<file path="src/rtl/ptr_pair_pkg.sv">
package ptr_pair_pkg;
   // Which register an SFR address decodes to.
   typedef enum logic [1:0] {
      HIT_NONE = 2'd0,
      HIT_LO   = 2'd1,
      HIT_HI   = 2'd2,
      HIT_CTL  = 2'd3
   } sfr_hit_e;
endpackage

</file>
<file path="src/rtl/ptr_pair_decode.sv">
module ptr_pair_decode
   import ptr_pair_pkg::*;
#(
   parameter int ADDR_W = 8,
   parameter logic [ADDR_W-1:0] LO_ADDR  = 'h82,
   parameter logic [ADDR_W-1:0] HI_ADDR  = 'h83,
   parameter logic [ADDR_W-1:0] CTL_ADDR = 'hA2
) (
   input  logic [ADDR_W-1:0] addr,
   output sfr_hit_e          hit
);
   initial begin
      if (LO_ADDR == HI_ADDR || LO_ADDR == CTL_ADDR || HI_ADDR == CTL_ADDR)
         $error("ptr_pair_decode: SFR addresses must be distinct");
   end

   always_comb begin
      if (addr == LO_ADDR)       hit = HIT_LO;
      else if (addr == HI_ADDR)  hit = HIT_HI;
      else if (addr == CTL_ADDR) hit = HIT_CTL;
      else                       hit = HIT_NONE;
   end
endmodule

</file>
<file path="src/rtl/ptr_pair_sel.sv">
module ptr_pair_sel (
   input  logic clk,
   input  logic rst_n,
   input  logic ctl_we,
   input  logic wbit,
   input  logic ctl_inc,
   output logic sel
);
   always_ff @(posedge clk or negedge rst_n) begin
      if (!rst_n)       sel <= 1'b0;
      else if (ctl_we)  sel <= wbit;
      else if (ctl_inc) sel <= ~sel;
   end

   // an increment without a write flips the flag
   p_toggle_r4: assert property (@(posedge clk) disable iff (!rst_n)
      (ctl_inc && !ctl_we) |=> (sel != $past(sel)));

   // a write wins over a simultaneous increment
   p_write_wins_r9: assert property (@(posedge clk) disable iff (!rst_n)
      ctl_we |=> (sel == $past(wbit)));

   // without write or increment the flag holds
   p_hold_r3: assert property (@(posedge clk) disable iff (!rst_n)
      (!ctl_we && !ctl_inc) |=> $stable(sel));
endmodule

</file>
<file path="src/rtl/ptr_pair_reg.sv">
module ptr_pair_reg #(
   parameter int BYTE_W      = 8,
   parameter bit SPLIT_CARRY = 1'b1
) (
   input  logic                  clk,
   input  logic                  rst_n,
   input  logic                  ld,
   input  logic [2*BYTE_W-1:0]   ld_val,
   input  logic                  wr_lo,
   input  logic                  wr_hi,
   input  logic [BYTE_W-1:0]     wbyte,
   input  logic                  inc,
   output logic [2*BYTE_W-1:0]   q
);
   localparam int PTR_W = 2 * BYTE_W;

   logic [PTR_W-1:0] q_plus;

   generate
      if (SPLIT_CARRY) begin : g_split
         // Byte-wise adder: low byte carry ripples into the high byte
         logic [BYTE_W:0]   lo_sum;
         logic [BYTE_W-1:0] hi_sum;
         always_comb begin
            lo_sum = {1'b0, q[BYTE_W-1:0]} + {{BYTE_W{1'b0}}, 1'b1};
            hi_sum = q[PTR_W-1:BYTE_W] + {{(BYTE_W-1){1'b0}}, lo_sum[BYTE_W]};
            q_plus = {hi_sum, lo_sum[BYTE_W-1:0]};
         end
      end else begin : g_flat
         always_comb q_plus = q + PTR_W'(1);
      end
   endgenerate

   always_ff @(posedge clk or negedge rst_n) begin
      if (!rst_n)     q <= '0;
      else if (ld)    q <= ld_val;
      else if (wr_lo) q[BYTE_W-1:0] <= wbyte;
      else if (wr_hi) q[PTR_W-1:BYTE_W] <= wbyte;
      else if (inc)   q <= q_plus;
   end

   // a lone increment adds exactly one, modulo 2^PTR_W
   p_inc_step_r6: assert property (@(posedge clk) disable iff (!rst_n)
      (inc && !ld && !wr_lo && !wr_hi) |=> (q == $past(q) + PTR_W'(1)));

   // a load overrides everything else in its cycle
   p_ld_prio_r7: assert property (@(posedge clk) disable iff (!rst_n)
      ld |=> (q == $past(ld_val)));

   // a low-byte write leaves the high byte alone
   p_lo_only_r2: assert property (@(posedge clk) disable iff (!rst_n)
      (wr_lo && !ld) |=> (q[PTR_W-1:BYTE_W] == $past(q[PTR_W-1:BYTE_W])));

   // with no request the pointer holds
   p_idle_hold_r5: assert property (@(posedge clk) disable iff (!rst_n)
      (!ld && !wr_lo && !wr_hi && !inc) |=> $stable(q));
endmodule

</file>
<file path="src/rtl/ptr_pair_top.sv">
module ptr_pair_top
   import ptr_pair_pkg::*;
#(
   parameter int BYTE_W      = 8,
   parameter int ADDR_W      = 8,
   parameter logic [ADDR_W-1:0] LO_ADDR  = 'h82,
   parameter logic [ADDR_W-1:0] HI_ADDR  = 'h83,
   parameter logic [ADDR_W-1:0] CTL_ADDR = 'hA2,
   parameter int SEL_BIT     = 0,
   parameter bit SPLIT_CARRY = 1'b1
) (
   input  logic                  clk,
   input  logic                  rst_n,
   input  logic [ADDR_W-1:0]     sfr_addr,
   input  logic [BYTE_W-1:0]     sfr_wdata,
   input  logic                  sfr_we,
   output logic [BYTE_W-1:0]     sfr_rdata,
   input  logic                  ctl_inc,
   input  logic                  ld_en,
   input  logic [2*BYTE_W-1:0]   ld_val,
   input  logic                  ptr_inc,
   output logic [2*BYTE_W-1:0]   xaddr
);
   localparam int PTR_W   = 2 * BYTE_W;
   localparam int NUM_PTR = 2;

   initial begin
      if (BYTE_W < 2)
         $error("ptr_pair_top: BYTE_W must be at least 2");
      if (SEL_BIT < 0 || SEL_BIT >= BYTE_W)
         $error("ptr_pair_top: SEL_BIT outside control register");
   end

   sfr_hit_e hit;
   logic     sel_q;
   logic     ctl_we, lo_we, hi_we;
   logic [PTR_W-1:0]   ptr_q  [NUM_PTR];
   logic [NUM_PTR-1:0] ld_vec;

   ptr_pair_decode #(
      .ADDR_W(ADDR_W), .LO_ADDR(LO_ADDR), .HI_ADDR(HI_ADDR), .CTL_ADDR(CTL_ADDR)
   ) u_dec (
      .addr(sfr_addr),
      .hit (hit)
   );

   always_comb begin
      ctl_we = sfr_we && (hit == HIT_CTL);
      lo_we  = sfr_we && (hit == HIT_LO);
      hi_we  = sfr_we && (hit == HIT_HI);
   end

   ptr_pair_sel u_sel (
      .clk    (clk),
      .rst_n  (rst_n),
      .ctl_we (ctl_we),
      .wbit   (sfr_wdata[SEL_BIT]),
      .ctl_inc(ctl_inc),
      .sel    (sel_q)
   );

   for (genvar g = 0; g < NUM_PTR; g++) begin : g_ptr
      localparam logic MINE = 1'(g);
      logic act;
      always_comb act = (sel_q == MINE);
      always_comb ld_vec[g] = act && ld_en;

      ptr_pair_reg #(.BYTE_W(BYTE_W), .SPLIT_CARRY(SPLIT_CARRY)) u_reg (
         .clk   (clk),
         .rst_n (rst_n),
         .ld    (act && ld_en),
         .ld_val(ld_val),
         .wr_lo (act && lo_we),
         .wr_hi (act && hi_we),
         .wbyte (sfr_wdata),
         .inc   (act && ptr_inc),
         .q     (ptr_q[g])
      );

      // the unselected pointer is never disturbed
      p_unsel_hold_r5: assert property (@(posedge clk) disable iff (!rst_n)
         (sel_q != MINE) |=> (ptr_q[g] == $past(ptr_q[g])));
   end

   always_comb xaddr = sel_q ? ptr_q[1] : ptr_q[0];

   always_comb begin
      sfr_rdata = '0;
      unique case (hit)
         HIT_LO:   sfr_rdata = xaddr[BYTE_W-1:0];
         HIT_HI:   sfr_rdata = xaddr[PTR_W-1:BYTE_W];
         HIT_CTL:  sfr_rdata[SEL_BIT] = sel_q;
         default:  sfr_rdata = '0;
      endcase
   end

   // at most one pointer receives a load in any cycle
   p_one_target_r5: assert property (@(posedge clk) disable iff (!rst_n)
      $onehot0(ld_vec));

   // a toggle shows the other pointer on the next cycle
   p_switch_view_r8: assert property (@(posedge clk) disable iff (!rst_n)
      (ctl_inc && !ctl_we) |=> (xaddr == (sel_q ? ptr_q[1] : ptr_q[0])) && (sel_q != $past(sel_q)));

   // control reads expose only the select flag
   p_ctl_read_r3: assert property (@(posedge clk) disable iff (!rst_n)
      (hit == HIT_CTL) |-> ($countones(sfr_rdata) <= 1));
endmodule

</file>
<file path="config.mk">
export PLATFORM = sky130hd
export DESIGN_NAME = ptr_pair_top
export DESIGN_NICKNAME = d
export VERILOG_FILES = /design/src/rtl/ptr_pair_pkg.sv /design/src/rtl/ptr_pair_decode.sv /design/src/rtl/ptr_pair_sel.sv /design/src/rtl/ptr_pair_reg.sv /design/src/rtl/ptr_pair_top.sv
export SDC_FILE = /design/constraint.sdc
export NUM_CORES = 1
export LEC_CHECK = 0
export BUFFER_PORTS_ARGS = -buffer_cell sky130_fd_sc_hd__buf_2
export CORE_UTILIZATION = 45
export CTS_CLUSTER_DIAMETER = 200
export DETAILED_ROUTE_END_ITERATION = 12
export PLACE_DENSITY = 0.79
export SLEW_MARGIN = 40
export SYNTH_ARGS = -nofsm -noshare
export SYNTH_HDL_FRONTEND = slang
export SYNTH_SLANG_ARGS = --single-unit
export TNS_END_PERCENT = 5
</file>
<file path="constraint.sdc">
create_clock -name clk -period 2.7 [get_ports clk]
set_input_delay 0.54 -clock clk [delete_from_list [all_inputs] [get_ports clk]]
set_output_delay 0.54 -clock clk [all_outputs]
set_load 0.01 [all_outputs]
</file>
# After elaboration in Yosys (flattened, before gate mapping)
# Cells that the tools add are included.
# W data, S select, Z words.
[totals] ff_bits=33 in_bits=38 elab_cells=60
[classes] n_addsub=4 eq_ne=10 n_mux=20 bitwise=1 reduce_logical=20
[ops] op="$mux W16" n=5
[ops] op="$mux W8" n=8
[ops] op="$eq A8 B8 Y1 const B" n=3
[ops] op="$add A8 B1 Y9 const B" n=2
[ops] op="$add A8 B1 Y8" n=2
[ops] op="$pmux W7 S2" n=1
[ops] op="$reduce_bool A3 Y1" n=4
[ops] op="$logic_and A1 B1 Y1" n=11
[ops] op="$reduce_and A2 Y1" n=4
[ops] op="$mux W2" n=3
[ops] op="$ne A3 B1 Y1 const B" n=2
[ops] op="$eq A2 B2 Y1 const B" n=2
[ops] op="$ne A2 B1 Y1 const B" n=2
[ops] op="$pmux W1 S3" n=1
[ops] op="$eq A2 B1 Y1 const B" n=1
[ops] op="$mux W1" n=2
[ops] op="$reduce_bool A2 Y1" n=1
[ops] op="$not A1 Y1" n=1

# Depth between registers and ports, before layout
[logic_depth] word_depth=10 ltp_mapped=10 depth_no_buf=10

# Modules after synthesis
# A second synthesis with hierarchy kept.
[hier_totals] cells_unflattened=335 area_unflattened_um2=2990.4
[modules_own_cells] mod="ptr_pair_reg" instances=2 cells_each=136 area_each_um2=1189.9 seq_area_each_um2=400.4
[modules_own_cells] mod="ptr_pair_top" instances=1 cells_each=55 area_each_um2=529.3 seq_area_each_um2=0.0
[modules_own_cells] mod="ptr_pair_sel" instances=1 cells_each=4 area_each_um2=42.5 seq_area_each_um2=25.0
[modules_own_cells] mod="ptr_pair_decode" instances=1 cells_each=4 area_each_um2=38.8 seq_area_each_um2=0.0

# Worst setup path after synthesis
# Ideal clock, no wire load.
[synth_timing] kind="input -> output" from="input port sfr_addr[3]" to="output port sfr_rdata[1]" arrival_ns=1.957 required_ns=2.160 setup_slack_ns=0.203 cell_stages=5 path_buffers=1 cell_sequence="nor4b_4 > nand3b_1 > or2_2 > clkbuf_1 > nor3_1"
[synth_via] elab_chain_len=6
[synth_lines] item="start: declaration" line="ptr_pair_top.sv:14" rtl="input logic [ADDR_W-1:0] sfr_addr,"
[synth_lines] item="$eq A8 B8 Y1" line="ptr_pair_decode.sv:20" rtl="else if (addr == CTL_ADDR) hit = HIT_CTL;"
[synth_lines] item="$mux W2" line="ptr_pair_decode.sv:20"
[synth_lines] item="$mux W2" line="ptr_pair_decode.sv:19" rtl="else if (addr == HI_ADDR) hit = HIT_HI;"
[synth_lines] item="$mux W2 *" line="ptr_pair_decode.sv:18" rtl="if (addr == LO_ADDR) hit = HIT_LO;"
[synth_lines] item="$eq A2 B2 Y1 / $eq A2 B1 Y1 (equally long branches)" line="ptr_pair_top.sv:89" rtl="unique case (hit)"
[synth_lines] item="$pmux W7 S2 *" line="ptr_pair_top.sv:89"
[synth_lines] item="end: declaration" line="ptr_pair_top.sv:17" rtl="output logic [BYTE_W-1:0] sfr_rdata,"
# Every way passes the cells marked *; elsewhere a longest branch is shown, timed or not.

# Worst setup path in the final report
[layout_timing] from="input port sfr_addr[3]" to="output port sfr_rdata[5]"
# The elaborated chain is that of the path after synthesis.

==> results.ini <==
[outcome]
status = finished, final reports clean

[final_layout]
final_core_util = 0.550
drive_gt1_frac = 0.284
area_growth_pct = 18.5
diodes = 0
finish.net_count = 431
layout_common_cells = buf_2 (60), nor2_1 (48), dfrtp_1 (33)
layout_commonest_cell = buf_2

[synth]
yosysWarnings = 0
yosys_most_used_dff = dfrtp_1
synth_edf_count = 0
avgSynthCellArea_um2 = 8.48
ys_types = 47
syn_inst = 324
netlist_area_mm2 = 0.00275
synth_seq_cells = 33
seq_area_frac_synth = 0.301
async_flop_share = 1.00
synth_nets = 368

[critical_path]
arrival_ns = 2.01
cp_common_cell = buf_2
crit_chain = buf_2, nor4b_4, nand3b_1, or2_2, nor3_1, buf_2
r2r-start = g_ptr[1].u_reg.q[0]
critPathKind = in2out
worstPathRequired_ns = 2.16
critPathLaunch = sfr_addr[3]
critPathMaxStageDelay_ns = 0.38
worstSetupStartpointType = input port
end_kind = output port
crit_fanout = 7
slowest_stage = or2_2

[clock_tree]
post_cts_resize_count = 0
cts_root_buf = clkbuf_8
numClockSinks = 33
clk_latency_ns = 0.30
hold_buffers = 0
cts.clk_slew.worst_paths_ns = 0.08
cts_buffers = 5
clock_path_buffers = 2
postCtsSetupRepairBufs = 0
htree_levels = 2
cts_tree = done

[floorplan]
core_area_mm2 = 0.00592
dieWidth_um = 80.1
ioPinCount = 62
die_area_mm2 = 0.00642
fp-row-count = 28
die-height_um = 80.1
start_util = 0.464

[routing]
antenna_left = 0
wl_mm = 8.17
routedWlPerCell_um = 17.6
drtIter0Drc = 302
drc = 0
viasPerCell = 6.21
vias = 2877
dr.pass1.iters = 7

[sta]
grt_setup_unrepaired = false
slew_violations = 0
layout_min_cycle_time_ns = 2.55
period_share = 0.943
final_hold_viol_count = 0
worst_slew_pin_slew_ns = 0.624
max_freq_ghz = 0.393
slew_headroom = 0.582
whs_ns = 0.171
setup_violations = 0
finalClockSkew_ns = 0.0121
tns_ns = 0

[grt]
first_global_vias = 2634
overflow = 0
grt_max_degree = 34
grt_pass1_wl_mm = 12.9
antenna_found_initial = 0
grt_usage = 0.269

[power_and_ir_drop]
irDropWorstVdd_mv = 0.464
power.density_mw_per_mm2 = 1030
leakagePower_nw = 1.42

[worst_hold_path]
hp-class = in2async

[place]
portBuffers = 61
place.gp.congestion = 0.979
hpwl_mm = 6.32

[flow_run]
max-cap-violations = 0

==> state kept, by name, summed over array words and instances, names as in the netlist <==
name,count
g_ptr.u_reg.q,32
u_sel.sel,1
==> Yosys cell counts, drive strengths merged (2+ instances only) <==
cell type  count  area (µm²)
a211o          4        35.0
buf            6        27.5
a21oi          9        48.8
mux2          22         248
nor3           9        45.0
xor2          10        87.6
dfrtp         33         826
and2           2        12.5
a31oi         14        93.8
o21ai          6        56.3
clkbuf        11        42.5
nand2         28         105
and3           8        50.1
xnor2         11        96.3
nand3         17        85.1
mux2i          4        40.0
ha             6        75.1
a21boi         2        15.0
o31ai          4        30.0
nor2          48         180
o211ai         7        52.6
a221o         10         100
nand4          8        50.1
a22oi          6        45.0
a211oi        10        75.1
o22ai          5        31.3
nand3b         2        15.0
inv            6        22.5
o2bb2ai        2        17.5
o32ai          4        35.0
==> where the power goes <==
part           internal, mW  switching (mW)  total, mW
logic                 0.903            1.00       1.91
registers             0.733           0.330       1.06
clock network         0.179           0.194      0.373
total                  1.82            1.53       3.34
==> area by class of cell <==
cell class / instances / area, µm²
clock inverter: 2 / 10.0
multi-input combinational: 268 / 1830
sequential: 33 / 826
timing repair buffer: 73 / 398
tap: 75 / 93.8
inverter: 6 / 22.5
clock buffer: 6 / 72.6
fill: 561 / 2670
==> worst max-delay path, delay by kind of cell <==
family / cells / cell delay [ns]
buf+inv: 2 / 0.31
simple gates: 4 / 1.16
==> routing by layer <==
layer	part of all wire	track usage
met5	0	0
met4	0.026	0.102
met3	0.071	0.0455
met2	0.46	0.438
met1	0.44	0.356
==> cell families after synthesis <==
kind of cell             share of synthesized area
adder cells (fa/ha/maj)                     0.0273
flip-flops                                   0.301
XOR/XNOR                                    0.0670
AO/OA/AOI/OAI                                0.244
multiplexers                                 0.105
buffers and inverters                       0.0337
AND/OR/NAND/NOR                              0.223
==> worst paths after layout <==
check                                        to  slack, ns  cells after the start
setup / recovery                   sfr_rdata[5]       0.15                      6
hold / removal             g_ptr[1].u_reg.q[15]       0.17                      1
setup reg to reg           g_ptr[1].u_reg.q[12]       0.23                     10
hold reg to reg            g_ptr[1].u_reg.q[15]       0.55                      1
max in group asynchronous   g_ptr[0].u_reg.q[7]       2.19                      1
min in group clk           g_ptr[0].u_reg.q[14]       0.50                      3
==> stage by stage <==
step | cell area [µm²] | power (mW) | setup slack (ns) | instances
finish | 3250 | 3.34 | 0.154 | 463
global route | 3250 | 3.60 | 0.0601 | 463
CTS | 3250 | 3.33 | 0.188 | 463
detailed placement | 3170 | 2.95 | 0.185 | 455
global placement | 3170 | 2.89 | 0.170 | 455
floorplan | 2750 | 2.36 | 0.203 | 324
Note: power is estimated with default switching activity, not from simulation.
